--- config.mk ---
export PLATFORM = sky130hd
export DESIGN_NAME = fifo_idle_watch
export DESIGN_NICKNAME = d
export VERILOG_FILES = /design/src/rtl/fiw_pkg.sv /design/src/rtl/fiw_cfg_reg.sv /design/src/rtl/fiw_timebase.sv /design/src/rtl/fiw_idle_ctr.sv /design/src/rtl/fiw_tmo_latch.sv /design/src/rtl/fifo_idle_watch.sv
export SDC_FILE = /design/constraint.sdc
export NUM_CORES = 1
export LEC_CHECK = 0
export BUFFER_PORTS_ARGS = -buffer_cell sky130_fd_sc_hd__buf_2
export CELL_PAD_IN_SITES_DETAIL_PLACEMENT = 1
export CELL_PAD_IN_SITES_GLOBAL_PLACEMENT = 1
export CORE_ASPECT_RATIO = 0.75
export CORE_UTILIZATION = 42
export CTS_BUF_LIST = sky130_fd_sc_hd__clkbuf_4 sky130_fd_sc_hd__clkbuf_8
export CTS_CLUSTER_DIAMETER = 60
export DETAILED_ROUTE_END_ITERATION = 8
export PLACE_DENSITY = 0.81
export SYNTH_ARGS = -nofsm -noshare
export SYNTH_HDL_FRONTEND = slang
export SYNTH_SLANG_ARGS = --single-unit
--- constraint.sdc ---
create_clock -name clk -period 2.4 [get_ports clk]
set_clock_uncertainty 0.2 [all_clocks]
set_input_delay 0.12 -clock clk [delete_from_list [all_inputs] [get_ports clk]]
set_output_delay 0.12 -clock clk [all_outputs]
set_load 0.005 [all_outputs]
--- src/rtl/fiw_pkg.sv ---
package fiw_pkg;

  // Control word layout; positions are decoded by the datapath below.
  localparam int CFG_W        = 8;
  localparam int B_SHORT_TICK = 7;
  localparam int B_SHORT_STEP = 6;
  localparam int B_MASK_IDLE  = 5;
  localparam int B_LOCK       = 4;
  localparam int B_CLR_TMO    = 3;
  localparam int B_SPARE      = 1;

  localparam logic [CFG_W-1:0] CFG_WRITABLE = 8'hFA;

  typedef struct packed {
    logic short_tick;
    logic short_step;
    logic mask_idle;
    logic lock;
    logic clr_tmo;
    logic spare;
  } cfg_t;

endpackage

--- src/rtl/fiw_cfg_reg.sv ---
module fiw_cfg_reg
  import fiw_pkg::*;
(
  input  logic             clk,
  input  logic             rst_n,
  input  logic             we,
  input  logic [CFG_W-1:0] wdata,
  output logic [CFG_W-1:0] rdata,
  output cfg_t             cfg
);

  logic [CFG_W-1:0] q;

  always_ff @(posedge clk or negedge rst_n) begin
    if (!rst_n)  q <= '0;
    else if (we) q <= wdata & CFG_WRITABLE;
  end

  assign rdata = q & CFG_WRITABLE;

  always_comb begin
    cfg.short_tick = q[B_SHORT_TICK];
    cfg.short_step = q[B_SHORT_STEP];
    cfg.mask_idle  = q[B_MASK_IDLE];
    cfg.lock       = q[B_LOCK];
    cfg.clr_tmo    = q[B_CLR_TMO];
    cfg.spare      = q[B_SPARE];
  end

endmodule

--- src/rtl/fiw_timebase.sv ---
module fiw_timebase #(
  parameter int TICK_DIV       = 250,
  parameter int TICK_DIV_SHORT = 2,
  parameter int STEP_DIV       = 10
) (
  input  logic clk,
  input  logic rst_n,
  input  logic short_tick,
  input  logic short_step,
  output logic step
);

  localparam int PW = (TICK_DIV > 1) ? $clog2(TICK_DIV) : 1;

  logic [PW-1:0] pcnt;
  logic [PW-1:0] plimit;
  logic          tick;

  assign plimit = short_tick ? PW'(TICK_DIV_SHORT - 1) : PW'(TICK_DIV - 1);
  // >= lets a counter left above a shortened limit wrap at once.
  assign tick   = (pcnt >= plimit);

  always_ff @(posedge clk or negedge rst_n) begin
    if (!rst_n)    pcnt <= '0;
    else if (tick) pcnt <= '0;
    else           pcnt <= pcnt + 1'b1;
  end

  generate
    if (STEP_DIV > 1) begin : g_div
      localparam int DW = $clog2(STEP_DIV);
      logic [DW-1:0] dcnt;
      logic          dwrap;

      assign dwrap = (dcnt == DW'(STEP_DIV - 1));

      always_ff @(posedge clk or negedge rst_n) begin
        if (!rst_n)    dcnt <= '0;
        else if (tick) dcnt <= dwrap ? '0 : dcnt + 1'b1;
      end

      assign step = tick & (short_step | dwrap);
    end else begin : g_nodiv
      logic unused_ok;
      assign unused_ok = short_step;
      assign step      = tick;
    end
  endgenerate

endmodule

--- src/rtl/fiw_idle_ctr.sv ---
module fiw_idle_ctr #(
  parameter int TERM = 4
) (
  input  logic clk,
  input  logic rst_n,
  input  logic step,
  input  logic restart,
  input  logic empty,
  output logic at_term
);

  localparam int CW = $clog2(TERM + 1);

  logic [CW-1:0] cnt;

  assign at_term = (cnt == CW'(TERM));

  always_ff @(posedge clk or negedge rst_n) begin
    if (!rst_n)                  cnt <= '0;
    else if (restart || empty)   cnt <= '0;
    else if (step && !at_term)   cnt <= cnt + 1'b1;
  end

endmodule

--- src/rtl/fiw_tmo_latch.sv ---
module fiw_tmo_latch (
  input  logic clk,
  input  logic rst_n,
  input  logic clr_bit,
  input  logic set_cond,
  output logic tmo
);

  logic clr_prev;
  logic clr_rise;

  assign clr_rise = clr_bit & ~clr_prev;

  always_ff @(posedge clk or negedge rst_n) begin
    if (!rst_n) begin
      clr_prev <= 1'b0;
      tmo      <= 1'b0;
    end else begin
      clr_prev <= clr_bit;
      if (clr_rise)                 tmo <= 1'b0;
      else if (set_cond && !clr_bit) tmo <= 1'b1;
    end
  end

endmodule

--- src/rtl/fifo_idle_watch.sv ---
module fifo_idle_watch
  import fiw_pkg::*;
#(
  parameter int DEPTH          = 16,
  parameter int TICK_DIV       = 250,
  parameter int TICK_DIV_SHORT = 2,
  parameter int STEP_DIV       = 10,
  parameter int TERM           = 4,
  localparam int LVL_W         = $clog2(DEPTH + 1)
) (
  input  logic             clk,
  input  logic             rst_n,
  input  logic             cfg_we,
  input  logic [CFG_W-1:0] cfg_wdata,
  output logic [CFG_W-1:0] cfg_rdata,
  input  logic             wr_valid,
  output logic             wr_ready,
  output logic             wr_push,
  input  logic [LVL_W-1:0] fifo_level,
  output logic             idle_o,
  output logic             single_o,
  output logic             tmo_o
);

  cfg_t cfg;
  logic step;
  logic at_term;
  logic empty;
  logic full;
  logic idle_raw;

  fiw_cfg_reg u_cfg (
    .clk   (clk),
    .rst_n (rst_n),
    .we    (cfg_we),
    .wdata (cfg_wdata),
    .rdata (cfg_rdata),
    .cfg   (cfg)
  );

  fiw_timebase #(
    .TICK_DIV       (TICK_DIV),
    .TICK_DIV_SHORT (TICK_DIV_SHORT),
    .STEP_DIV       (STEP_DIV)
  ) u_tb (
    .clk        (clk),
    .rst_n      (rst_n),
    .short_tick (cfg.short_tick),
    .short_step (cfg.short_step),
    .step       (step)
  );

  assign empty    = (fifo_level == '0);
  assign full     = (fifo_level == LVL_W'(DEPTH));
  assign wr_ready = ~cfg.lock & ~full;
  assign wr_push  = wr_valid & wr_ready;

  fiw_idle_ctr #(.TERM(TERM)) u_ctr (
    .clk     (clk),
    .rst_n   (rst_n),
    .step    (step),
    .restart (wr_push),
    .empty   (empty),
    .at_term (at_term)
  );

  assign idle_raw = at_term & ~empty;
  assign idle_o   = idle_raw & ~cfg.mask_idle;
  assign single_o = idle_o & (fifo_level == LVL_W'(1)) & ~cfg.clr_tmo;

  fiw_tmo_latch u_tmo (
    .clk      (clk),
    .rst_n    (rst_n),
    .clr_bit  (cfg.clr_tmo),
    .set_cond (idle_raw),
    .tmo      (tmo_o)
  );

  logic unused_spare;
  assign unused_spare = cfg.spare;

endmodule

Yosys cells after proc, flatten, opt, wreduce, memory -nomap -nowiden
Cells that the tools add are included.
Operators by class
  $add $sub $neg: 3
  order comparisons: 1
  equal/unequal tests: 4
  mux-type cells: 7
  bitwise gates (word level): 15
  reductions and logical operators: 8
Operators with widths (number)
  $mux W8: 2
  $add A8 B1 Y8 const B: 1
  $and A1 B1 Y1: 8
  $ge A8 B8 Y1: 1
  $mux W3: 2
  $not A1 Y1: 6
  $eq A5 B1 Y1 const B: 1
  $eq A5 B5 Y1 const B: 1
  $logic_not A5 Y1: 1
  $add A4 B1 Y4 const B: 1
  $eq A4 B4 Y1 const B: 1
  $mux W4: 1
  $reduce_bool A2 Y1: 2
  $add A3 B1 Y3 const B: 1
  $eq A3 B3 Y1 const B: 1
  $logic_and A1 B1 Y1: 2
  $logic_not A1 Y1: 2
  $mux W1: 2
  $logic_or A1 B1 Y1: 1
  $or A1 B1 Y1: 1
Storage, ports and cells
  flip-flop bits (word level): 23
  bits of input ports: 17
  output and inout port bits: 13
  logic and storage cells: 44

Logic depth before layout (Yosys ltp)
  depth after elaboration: 6
  depth in mapped cells: 7
  gate-level depth less buffers: 6

By module
From an unflattened synthesis, not the netlist that was laid out.
Second synthesis, totals
  cell total of the unflattened synthesis: 123
  area total of the unflattened synthesis: 1357.6 um2
By module, submodules not included
  fiw_timebase: times used 1, cells each 67, area an instance 695.7 um2, sequential area each 300.3 um2
  fiw_cfg_reg: times used 1, cells each 22, area an instance 315.3 um2, sequential area each 150.1 um2
  fiw_idle_ctr: times used 1, cells each 18, area an instance 202.7 um2, sequential area each 75.1 um2
  fifo_idle_watch: times used 1, cells each 11, area an instance 81.3 um2, sequential area each 0.0 um2
  fiw_tmo_latch: times used 1, cells each 5, area an instance 62.6 um2, sequential area each 50.0 um2

Worst setup path before layout
No wires, ideal clock.
  kind: register to register
  start: register u_cfg.q[7]
  end: register u_tb.g_div.dcnt[3]
  library setup time: 126 ps
  arrival: 1669 ps
  required time: 2074 ps
  path slack: 405 ps
  stages on the path, launching flop included: 7
  buffers on the path: 1
  period minus slack after synthesis: 1995 ps
  path through: dfrtp_1 -> ha_1 -> a21oi_1 -> a21oi_1 -> and2_1 -> buf_6 -> a221o_1
On the way
  word-level cells in the longest chain between the ends: 2
RTL lines
  from (decl): RTL line fiw_cfg_reg.sv:12  | logic [CFG_W-1:0] q;
  from (signal assigned): RTL line fiw_cfg_reg.sv:16  | else if (we) q <= wdata & CFG_WRITABLE;
  $mux W8: RTL line fiw_timebase.sv:19  | assign plimit = short_tick ? PW'(TICK_DIV_SHORT - 1) : PW'(TICK_DIV - 1);
  $ge A8 B8 Y1: RTL line fiw_timebase.sv:21  | assign tick = (pcnt >= plimit);
  to (signal assigned): RTL line fiw_timebase.sv:39  | else if (tick) dcnt <= dwrap ? '0 : dcnt + 1'b1;
  to (decl): RTL line fiw_timebase.sv:32  | logic [DW-1:0] dcnt;
Every way passes these cells.
A chain may end at the register's enable or synchronous reset.

Worst setup path after layout
Ends and elaborated chain as after synthesis.

==> impl_metrics.py <==
metrics = {
    "logic_synthesis": {
        "synth_adder_area_share_pct": 9.75,
        "synth_area_per_cell_um2": 10.6,
        "ys_seq_area_share_pct": 44.8,
        "synthFlopType": "dfrtp_1",
        "syn_inst": 121,
        "synth_edf_count": 0,
        "synth-simple-area-share_pct": 17.9,
        "synth_top_family_by_area": "simple AND/OR/NAND/NOR gates",
        "yosysWarnings": 0,
        "muxShareOfSynthArea_pct": 9.36,
        "synth-async-reset-ratio_pct": 100,
        "synth_xor_area_share_pct": 5.46,
        "synth_cell_types": 33,
        "ys_ff_latch": 23,
        "mappedNetlistArea_mm2": 0.00128,
        "synth_compound_area_share_pct": 6.53,
    },
    "grt": {
        "grt-ovfl-total": 0,
        "grt_pass1_vias": 1022,
        "antenna_found_initial": 0,
        "grt_max_degree": 24,
        "gr-usage-all-layers_pct": 20.0,
        "grt_pass1_wl_um": 4860,
    },
    "worst_setup_path": {
        "reg2reg_to": "u_tb.g_div.dcnt[3]$_DFFE_PN0N_",
        "rr_worst_depth": 5,
        "critical_path_class": "reg -> reg",
        "r2r-start": "u_cfg.q[7]$_DFFE_PN0P_",
        "cp.required_ns": 2.35,
        "r2r_slack_ns": 0.17,
        "end_kind": "register",
        "arrival_ns": 2.18,
        "path_max_fanout": 10,
        "start_kind": "register",
    },
    "clock_network": {
        "clk_latency_ns": 0.26,
        "cts-root-buf": "clkbuf_8",
        "cts_tree": "yes",
        "htree_levels": 1,
        "cts_max_path_buffers": 2,
        "cts.clk_slew.worst_paths_ns": 0.08,
        "clkSinkCount": 23,
        "cts_made_buffers": 3,
    },
    "pwr": {
        "p_leak_uw": 0.000750,
        "p_per_area_mw_per_mm2": 878,
        "pwr-share-clk_pct": 17.8,
        "p_int_uw": 839,
        "p_switching_uw": 497,
        "pwr-share-seq_pct": 47.3,
        "swShare_pct": 37.2,
        "vdd.ir_drop.worst_uv": 545,
        "fin_total_pwr_uw": 1340,
        "p_comb_share_pct": 34.9,
    },
    "min_path": {
        "hold_depth": 2,
        "hold_end": "u_cfg.q[5]$_DFFE_PN0P_",
        "worstHoldPathType": "in -> reg",
        "hp-start": "cfg_we",
    },
    "floorplanning": {
        "die_y_um": 49.9,
        "start_util_pct": 46.8,
        "io_pins": 30,
        "fp.dieArea_mm2": 0.00328,
        "fp.dieW_um": 65.8,
        "num_rows": 16,
        "coreArea_mm2": 0.00274,
    },
    "sta": {
        "drv_slew": 0,
        "fin_crit_ns": 2.23,
        "slew_headroom_pct": 64.4,
        "tightest_slew_ns": 0.533,
        "hold_ws_ns": 0.0377,
        "final.setup.tns_ns": 0,
        "rsz0062_at_grt": "no",
        "hold_viol_final": 0,
        "finalCritPeriodShare_pct": 92.8,
        "max_freq_mhz": 449,
        "finalSetupViolCount": 0,
    },
    "drt": {
        "drc_errors": 0,
        "drtIter0Drc": 13,
        "antenna_left": 0,
        "first_pass_iters": 4,
        "routed_wl_um": 2830,
        "dr_total_vias": 971,
        "avgRoutedWirePerCell_um": 15.1,
        "vias_per_cell": 5.19,
    },
    "final_layout": {
        "drive_above_1_share_pct": 27.8,
        "syn2layout_area_growth_pct": 18.5,
        "fin_area_mm2": 0.00152,
        "diodes": 0,
        "nets": 179,
    },
    "placement": {
        "port_buffers": 25,
        "gp_congestion": 0.716,
        "dp_hpwl_um": 2080,
        "place_area_mm2": 0.00141,
    },
    "run_status": {
        "run_status": "completed",
    },
    "job": {
        "max_cap_viol_count": 0,
    },
}
-- power by group through the flow --
stage | registers (uW) | clock network, uW | logic [uW]
6_report | 632 | 238 | 467
5_1_grt | 655 | 263 | 534
4_1_cts | 633 | 246 | 472
3_5_place_dp | 640 | 0 | 458
3_3_place_gp | 629 | 0 | 424
2_1_floorplan | 605 | 0 | 355
-- critical path: stages (launching register included) --
cell	delay, ns
dfrtp_1	0.47
ha_1	0.33
a21oi_1	0.21
a21oi_1	0.19
and2_1	0.35
a221o_1	0.37
-- worst max-delay path by stage --
stage | start | end | slack [ns] | depth (start not counted)
after floorplan | u_cfg.q[7]$_DFFE_PN0P_ | u_tb.g_div.dcnt[3]$_DFFE_PN0N_ | 0.41 | 6
after CTS | u_cfg.q[7]$_DFFE_PN0P_ | u_tb.g_div.dcnt[3]$_DFFE_PN0N_ | 0.19 | 5
after global placement | u_cfg.q[7]$_DFFE_PN0P_ | u_tb.g_div.dcnt[3]$_DFFE_PN0N_ | 0.25 | 5
after global routing | u_cfg.q[7]$_DFFE_PN0P_ | u_tb.g_div.dcnt[3]$_DFFE_PN0N_ | 0.07 | 5
after detailed placement | u_cfg.q[7]$_DFFE_PN0P_ | u_tb.g_div.dcnt[3]$_DFFE_PN0N_ | 0.19 | 5
final | u_cfg.q[7]$_DFFE_PN0P_ | u_tb.g_div.dcnt[3]$_DFFE_PN0N_ | 0.17 | 5
-- cells by family after synthesis --
kind of cell / after synthesis
xor+xnor: 8
buf+inv: 13
mux: 11
compound gates: 12
other cells: 1
fa+ha+maj: 10
flops: 23
simple gates: 43
-- metal layers --
metal / share of wire [%] / vias up / track usage [%]
met5: 0 / - / 0
met4: 0.46 / 0 / 2.17
met3: 3.3 / 2 / 5.56
met2: 49 / 14 / 33.8
met1: 47 / 484 / 25.9
li1: - / 471 / -
-- metrics by stage --
step	setup slack, ns	std cells	utilization, %
6_report	0.174	187	55.5
5_1_grt	0.0657	187	55.5
4_1_cts	0.188	187	55.5
3_5_place_dp	0.186	176	51.2
3_3_place_gp	0.252	176	51.2
2_1_floorplan	0.405	122	-
-- repair_timing --
item                      in CTS  in global routing
resized for setup              0                  0
hold buffers                   7                  0
buffers inserted               0                  0
hold endpoints to repair      29                  0
-- synthesized netlist by cell type, types with 2 or more instances --
| cell type | instances | area (um2) |
|---|---|---|
| buf_4 | 5 | 37.5 |
| nor2_1 | 10 | 37.5 |
| and3_1 | 2 | 12.5 |
| mux2_2 | 8 | 90.1 |
| mux2i_1 | 3 | 30.0 |
| inv_1 | 6 | 22.5 |
| nand3_1 | 4 | 20.0 |
| nand4_1 | 3 | 18.8 |
| xor2_1 | 5 | 43.8 |
| nand2_1 | 9 | 33.8 |
| a21oi_1 | 5 | 25.0 |
| ha_1 | 10 | 125 |
| dfrtp_1 | 23 | 576 |
| nand2b_1 | 2 | 12.5 |
| xnor2_1 | 3 | 26.3 |
| o21ai_0 | 2 | 10.0 |
| and2_1 | 2 | 12.5 |
| nor3_1 | 4 | 20.0 |
-- cell type report --
type	instances	area, um2
multi-input combinational	86	637
timing repair buffer	32	195
fill	315	1220
tap	36	45.0
sequential	23	576
inverter	6	22.5
clock inverter	1	5.00
clock buffer	3	41.3
-- registers in the layout (all words and copies together), names as in the netlist --
| register | cells |
|---|---|
| u_tb.pcnt | 8 |
| u_cfg.q | 6 |
| u_tb.g_div.dcnt | 4 |
| u_ctr.cnt | 3 |
| u_tmo.clr_prev | 1 |
| u_tmo.tmo | 1 |
-- layout by cell type, fill, tap and decap left out, types with 2 or more instances in the layout --
cell and n:
clkbuf_8 3, nand2b_1 2, xnor2_1 3, conb_1 2
buf_2 25, xor2_1 5, nor3_1 4, ha_1 10
mux2_2 8, inv_1 6, a21oi_1 5, nand2_1 9
mux2i_1 3, nand3_1 4, o21ai_0 2, and3_1 2
dlygate4sd3_1 7, dfrtp_1 23, and2_1 2, nand4_1 3
nor2_1 10
Note: power is estimated with default switching activity, not from simulation.
